$ cat src/rtl/lmp_pkg.sv
package lmp_pkg;
  typedef enum logic [1:0] {
    SRC_IDLE   = 2'd0,
    SRC_CPU_RD = 2'd1,
    SRC_DMA_RD = 2'd2
  } rd_src_e;
endpackage

$ cat src/rtl/lmp_arb.sv
module lmp_arb (
  input  logic clk_i,
  input  logic rst_ni,
  input  logic cpu_req_i,
  input  logic dma_req_i,
  output logic cpu_gnt_o,
  output logic dma_gnt_o
);
  logic cpu_wait_q, dma_wait_q;

  // fresh collision goes to the cpu path; a held-off side wins next clock
  assign dma_gnt_o = dma_req_i && (!cpu_req_i || dma_wait_q);
  assign cpu_gnt_o = cpu_req_i && !dma_gnt_o;

  always_ff @(posedge clk_i or negedge rst_ni) begin
    if (!rst_ni) begin
      cpu_wait_q <= 1'b0;
      dma_wait_q <= 1'b0;
    end else begin
      cpu_wait_q <= cpu_req_i && !cpu_gnt_o;
      dma_wait_q <= dma_req_i && !dma_gnt_o;
    end
  end

  a_r6_dma_next: assert property (@(posedge clk_i) disable iff (!rst_ni)
    dma_req_i && !dma_gnt_o |=> !dma_req_i || dma_gnt_o);
  a_r6_cpu_next: assert property (@(posedge clk_i) disable iff (!rst_ni)
    cpu_req_i && !cpu_gnt_o |=> cpu_gnt_o);
  a_r5_cpu_first: assert property (@(posedge clk_i) disable iff (!rst_ni)
    cpu_req_i && dma_req_i && !cpu_wait_q && !dma_wait_q |-> !dma_gnt_o);
endmodule

$ cat src/rtl/lmp_host.sv
module lmp_host #(
  parameter int AW = 8,
  parameter int DW = 16
) (
  input  logic          clk_i,
  input  logic          rst_ni,
  input  logic          addr_we_i,
  input  logic [AW-1:0] addr_i,
  input  logic          wr_i,
  input  logic [DW-1:0] wdata_i,
  input  logic          rd_i,
  output logic [DW-1:0] rdata_o,
  output logic          rdy_o,
  output logic          req_o,
  output logic          we_o,
  output logic [AW-1:0] maddr_o,
  output logic [DW-1:0] mwdata_o,
  input  logic          gnt_i,
  input  logic          rvalid_i,
  input  logic [DW-1:0] rdata_i
);
  logic [AW-1:0] ptr_q, wb_a_q;
  logic [DW-1:0] wb_d_q, pf_d_q;
  logic          wb_v_q, pf_v_q, need_q;
  logic          acc_wr, acc_rd, host_evt, hit, do_fetch, take;

  assign rdy_o    = pf_v_q && !wb_v_q;
  assign rdata_o  = pf_d_q;
  assign acc_wr   = wr_i && rdy_o;
  assign acc_rd   = rd_i && rdy_o && !wr_i;
  assign host_evt = addr_we_i || acc_wr || acc_rd;

  // fetch goes first unless it would read the word still posted
  assign hit      = wb_v_q && (wb_a_q == ptr_q);
  assign do_fetch = need_q && !hit;
  assign req_o    = wb_v_q || need_q;
  assign we_o     = !do_fetch;
  assign maddr_o  = do_fetch ? ptr_q : wb_a_q;
  assign mwdata_o = wb_d_q;
  // a return is dropped if the pointer moved since it was issued
  assign take     = rvalid_i && !need_q && !host_evt;

  always_ff @(posedge clk_i or negedge rst_ni) begin
    if (!rst_ni) begin
      ptr_q  <= '0;
      wb_a_q <= '0;
      wb_d_q <= '0;
      wb_v_q <= 1'b0;
      pf_d_q <= '0;
      pf_v_q <= 1'b0;
      need_q <= 1'b1;
    end else begin
      if (addr_we_i)             ptr_q <= addr_i;
      else if (acc_wr || acc_rd) ptr_q <= ptr_q + 1'b1;

      if (acc_wr) begin
        wb_v_q <= 1'b1;
        wb_a_q <= ptr_q;
        wb_d_q <= wdata_i;
      end else if (gnt_i && !do_fetch) begin
        wb_v_q <= 1'b0;
      end

      if (host_evt)                 need_q <= 1'b1;
      else if (gnt_i && do_fetch)   need_q <= 1'b0;

      if (host_evt)  pf_v_q <= 1'b0;
      else if (take) pf_v_q <= 1'b1;
      if (take)      pf_d_q <= rdata_i;
    end
  end

  a_r9_busy_ignored: assert property (@(posedge clk_i) disable iff (!rst_ni)
    (rd_i || wr_i) && !rdy_o && !addr_we_i |=> ptr_q == $past(ptr_q));
  a_r3_ptr_step: assert property (@(posedge clk_i) disable iff (!rst_ni)
    (rd_i || wr_i) && rdy_o && !addr_we_i |=> ptr_q == AW'($past(ptr_q) + 1'b1));
  a_r8_flush: assert property (@(posedge clk_i) disable iff (!rst_ni)
    addr_we_i |=> !rdy_o);
  a_r7_write_first: assert property (@(posedge clk_i) disable iff (!rst_ni)
    gnt_i && !we_o |-> !(wb_v_q && wb_a_q == maddr_o));
endmodule

$ cat src/rtl/lmem_port.sv
module lmem_port #(
  parameter int AW = 8,
  parameter int DW = 16
) (
  input  logic          clk_i,
  input  logic          rst_ni,
  input  logic          host_addr_we_i,
  input  logic [AW-1:0] host_addr_i,
  input  logic          host_wr_i,
  input  logic [DW-1:0] host_wdata_i,
  input  logic          host_rd_i,
  output logic [DW-1:0] host_rdata_o,
  output logic          host_rdy_o,
  input  logic          dma_req_i,
  input  logic          dma_we_i,
  input  logic [AW-1:0] dma_addr_i,
  input  logic [DW-1:0] dma_wdata_i,
  output logic          dma_gnt_o,
  output logic          dma_rvalid_o,
  output logic [DW-1:0] dma_rdata_o,
  output logic          mem_req_o,
  output logic          mem_we_o,
  output logic [AW-1:0] mem_addr_o,
  output logic [DW-1:0] mem_wdata_o,
  input  logic [DW-1:0] mem_rdata_i
);
  import lmp_pkg::*;

  logic          cpu_req, cpu_gnt, cpu_we, cpu_rvalid;
  logic [AW-1:0] cpu_addr;
  logic [DW-1:0] cpu_wdata;
  rd_src_e       rd_src_q;

  lmp_arb u_arb (
    .clk_i     (clk_i),
    .rst_ni    (rst_ni),
    .cpu_req_i (cpu_req),
    .dma_req_i (dma_req_i),
    .cpu_gnt_o (cpu_gnt),
    .dma_gnt_o (dma_gnt_o)
  );

  lmp_host #(.AW(AW), .DW(DW)) u_host (
    .clk_i     (clk_i),
    .rst_ni    (rst_ni),
    .addr_we_i (host_addr_we_i),
    .addr_i    (host_addr_i),
    .wr_i      (host_wr_i),
    .wdata_i   (host_wdata_i),
    .rd_i      (host_rd_i),
    .rdata_o   (host_rdata_o),
    .rdy_o     (host_rdy_o),
    .req_o     (cpu_req),
    .we_o      (cpu_we),
    .maddr_o   (cpu_addr),
    .mwdata_o  (cpu_wdata),
    .gnt_i     (cpu_gnt),
    .rvalid_i  (cpu_rvalid),
    .rdata_i   (mem_rdata_i)
  );

  assign mem_req_o   = rst_ni && (cpu_gnt || dma_gnt_o);
  assign mem_we_o    = dma_gnt_o ? dma_we_i    : cpu_we;
  assign mem_addr_o  = dma_gnt_o ? dma_addr_i  : cpu_addr;
  assign mem_wdata_o = dma_gnt_o ? dma_wdata_i : cpu_wdata;

  always_ff @(posedge clk_i or negedge rst_ni) begin
    if (!rst_ni)                       rd_src_q <= SRC_IDLE;
    else if (dma_gnt_o && !dma_we_i)   rd_src_q <= SRC_DMA_RD;
    else if (cpu_gnt && !cpu_we)       rd_src_q <= SRC_CPU_RD;
    else                               rd_src_q <= SRC_IDLE;
  end

  assign cpu_rvalid   = (rd_src_q == SRC_CPU_RD);
  assign dma_rvalid_o = (rd_src_q == SRC_DMA_RD);
  assign dma_rdata_o  = mem_rdata_i;

  a_r10_dma_drive: assert property (@(posedge clk_i) disable iff (!rst_ni)
    dma_gnt_o |-> mem_req_o && mem_addr_o == dma_addr_i && mem_we_o == dma_we_i);
  a_r10_rvalid: assert property (@(posedge clk_i) disable iff (!rst_ni)
    dma_gnt_o && !dma_we_i |=> dma_rvalid_o);
endmodule

$ cat config.mk
export PLATFORM = sky130hd
export DESIGN_NAME = lmem_port
export DESIGN_NICKNAME = d
export VERILOG_FILES = /design/src/rtl/lmp_pkg.sv /design/src/rtl/lmp_arb.sv /design/src/rtl/lmp_host.sv /design/src/rtl/lmem_port.sv
export SDC_FILE = /design/constraint.sdc
export NUM_CORES = 1
export LEC_CHECK = 0
export BUFFER_PORTS_ARGS = -buffer_cell sky130_fd_sc_hd__buf_2
export CORE_MARGIN = 2
export CORE_UTILIZATION = 45
export CTS_BUF_LIST = sky130_fd_sc_hd__clkbuf_16
export DETAILED_ROUTE_END_ITERATION = 12
export GPL_TIMING_DRIVEN = 0
export PLACE_DENSITY_LB_ADDON = 0.08
export SLEW_MARGIN = 40
export SYNTH_ARGS = -nofsm -noshare
export SYNTH_HDL_FRONTEND = slang
export SYNTH_SLANG_ARGS = --single-unit
$ cat constraint.sdc
create_clock -name clk_i -period 4.1 [get_ports clk_i]
set_clock_uncertainty 0.05 [all_clocks]
set_input_delay 0.41 -clock clk_i [delete_from_list [all_inputs] [get_ports clk_i]]
set_output_delay 0.41 -clock clk_i [all_outputs]
set_load 0.02 [all_outputs]
==> results.sh <==
export IMPL_cts_htree_levels=2
export IMPL_setup_tns_ns=0
export IMPL_synthMuxAreaShare_pct=15.8
export IMPL_r2r_end="u_host.rdata_o[4]$_DFFE_PN0P_"
export IMPL_totalPowerFinal_w=0.00263
export IMPL_synth_edf_count=0
export IMPL_avgSynthCellArea_um2=10.1
export IMPL_syn_inst=306
export IMPL_core_um2=6720
export IMPL_dr_pass1_iters=4
export IMPL_die_area_um2=7530
export IMPL_clkSinkCount=54
export IMPL_clock_latency_ns=0.28
export IMPL_r2r_start="u_host.wb_v_q$_DFFE_PN0P_"
export IMPL_setup_worst_path_end_class="primary output"
export IMPL_io_buffers=131
export IMPL_ys_seq_area_share_pct=43.9
export IMPL_antenna_found_initial=0
export IMPL_clk_pin_slew_worst_paths_ns=0.07
export IMPL_status="finished, final reports clean"
export IMPL_holdWs_ns=0.0943
export IMPL_fp_dieH_um=86.8
export IMPL_hpwl_mm=5.46
export IMPL_ys_types=48
export IMPL_crit_type="reg -> out"
export IMPL_antenna_diode_count=0
export IMPL_synth_top_family_by_area="simple AND/OR/NAND/NOR gates"
export IMPL_hold_path_class="in -> async"
export IMPL_cts_buffers=5
export IMPL_cap_violations=0
export IMPL_grt_start_max_net_pins=56
export IMPL_r2r_slack_ns=2.25
export IMPL_min_period_over_period_pct=66.8
export IMPL_grt_pass1_wl_mm=12.6
export IMPL_dp_cells=517
export IMPL_r2r_cells=5
export IMPL_finalMaxSlewViolations=0
export IMPL_ctsRootBufferMaster="clkbuf_16"
export IMPL_timing_fmax_mhz=365
export IMPL_synth_compound_area_share_pct=9.05
export IMPL_slew_headroom_pct=48.8
export IMPL_final_area_um2=4010
export IMPL_synth_area_um2=3080
export IMPL_worst_pin_slew_ns=0.768
export IMPL_rows=30
export IMPL_viasPerCell=5.19
export IMPL_grt_overflow=0
export IMPL_final_min_clock_period_ns=2.74
export IMPL_hold_violations=0
export IMPL_place_gp_congestion=0.847
export IMPL_ctsResizeCount=0
export IMPL_synth_warnings=0
export IMPL_grt_pass1_vias=2686
export IMPL_ys_flop_type="dfrtp_1"
export IMPL_drc=0
export IMPL_leakagePower_nw=2.00
export IMPL_hold_buffers=0
export IMPL_drive_gt1_share_pct=49.4
export IMPL_place_area_um2=3840
export IMPL_power_density_nw_per_um2=655
export IMPL_routedWlPerCell_um=14.3
export IMPL_fp_dieW_um=86.8
export IMPL_synth_fa_ha_area_share_pct=0.406
export IMPL_cts_path_max_buffers=2
export IMPL_required_ns=3.64
export IMPL_nNetsFinal=516
export IMPL_final_cells=525
export IMPL_syn_to_final_growth_pct=30.1
export IMPL_synth_xor_area_share_pct=3.94
export IMPL_postRouteAntennaNets=0
export IMPL_pin_count=132
export IMPL_worst_setup_path_start_kind="register"
export IMPL_ys_seq_elements=54
export IMPL_peakVddDrop_mv=0.336
export IMPL_finalSetupViolations=0
export IMPL_async_reset_ff_share_pct=100
export IMPL_wirelength_mm=7.51
export IMPL_grt_usage_pct=20.8
export IMPL_synthSimpleGateAreaFrac_pct=19.1
export IMPL_cts_tree="built"
export IMPL_via_count=2726
export IMPL_start_util_pct=45.9
export IMPL_path_max_fanout=8
export IMPL_drtIter0Drc=159
export IMPL_final_common_cell="buf_2"
export IMPL_worstPathArrival_ns=2.28
export IMPL_syn_num_nets=378
export IMPL_rsz0062_at_grt="false"
export IMPL_layout_common_cells="buf_2, nand2_1, dfrtp_1, mux2_2, buf_4"
export IMPL_cts_setup_buffers=0
[flip-flops by register name, summed over array words and instances, names as in the netlist]
| signal | cells |
|---|---|
| u_host.mwdata_o | 16 |
| u_host.rdata_o | 16 |
| u_host.ptr_q | 8 |
| u_host.wb_a_q | 8 |
| rd_src_q | 2 |
| u_arb.dma_wait_q | 1 |
| u_host.need_q | 1 |
| u_host.pf_v_q | 1 |
| u_host.wb_v_q | 1 |
[critical path: stages, from the launching register on]
cell	delay (ns)
dfrtp_1	0.46
o21ba_2	0.25
o2111ai_1	0.63
nor4_1	0.09
a221oi_1	0.32
buf_2	0.24
[per-stage QoR]
stage | setup WS (ns) | utilization, %
after detailed placement | 1.65 | 57.2
final | 1.36 | 59.7
after global placement | 1.64 | 57.2
after CTS | 1.34 | 59.7
after floorplan | 1.85 | -
after global routing | 1.22 | 59.7
[cells in the mapped netlist (4+ instances only)]
| cell type | n | share of area [%] |
|---|---|---|
| o21ai_0 | 8 | 1.3 |
| nor4_1 | 10 | 2.0 |
| buf_2 | 12 | 1.9 |
| buf_4 | 17 | 4.1 |
| nand3_1 | 5 | 0.81 |
| a221oi_1 | 8 | 2.3 |
| nand2b_1 | 7 | 1.4 |
| dfrtp_1 | 53 | 43 |
| nor2_1 | 12 | 1.5 |
| xnor2_1 | 12 | 3.4 |
| mux2_4 | 10 | 4.9 |
| inv_1 | 4 | 0.49 |
| mux2_2 | 29 | 11 |
| clkbuf_1 | 4 | 0.49 |
| nand2_1 | 70 | 8.5 |
| o221ai_1 | 7 | 2.0 |
[worst max-delay path by stage]
stage	endpoint	cells past startpoint	slack [ns]	from
global route	mem_addr_o[0]	5	1.22	u_host.wb_v_q$_DFFE_PN0P_
floorplan	mem_addr_o[4]	5	1.85	u_host.need_q$_DFFE_PN1P_
global placement	mem_addr_o[0]	5	1.64	u_host.wb_v_q$_DFFE_PN0P_
detailed placement	mem_addr_o[0]	5	1.65	u_host.wb_v_q$_DFFE_PN0P_
finish	mem_addr_o[0]	5	1.36	u_host.wb_v_q$_DFFE_PN0P_
CTS	mem_addr_o[0]	5	1.34	u_host.wb_v_q$_DFFE_PN0P_
[layer usage]
| layer | share of wire [%] | wire (µm) | track usage (%) |
|---|---|---|---|
| met1 | 46 | 3490 | 29.5 |
| met2 | 47 | 3520 | 33.6 |
| met3 | 6.1 | 459 | 3.90 |
| met4 | 0.60 | 45 | 4.12 |
| met5 | 0 | 0 | 0 |
[kinds of logic after synthesis]
group                    Yosys count
buffers and inverters             40
flip-flops                        54
AO/OA/AOI/OAI                     35
multiplexers                      40
adder cells (fa/ha/maj)            1
XOR/XNOR                          13
AND/OR/NAND/NOR                  123
[where the power goes]
group	leakage, nW	internal [W]	switching, W
sequential	0.657	0.000752	0.000157
combinational	1.26	0.000548	0.000698
clock	0.0852	0.000287	0.000188
[area by class of cell]
type | instances | area [µm²]
Tap cell | 80 | 100
Sequential cell | 54 | 1350
Multi-Input combinational cell | 212 | 1490
Timing Repair Buffer | 131 | 658
Buffer | 35 | 223
Inverter | 5 | 18.8
Fill cell | 598 | 2710
Clock inverter | 3 | 42.5
Clock buffer | 5 | 125
Power figures use the tool's default switching activity.
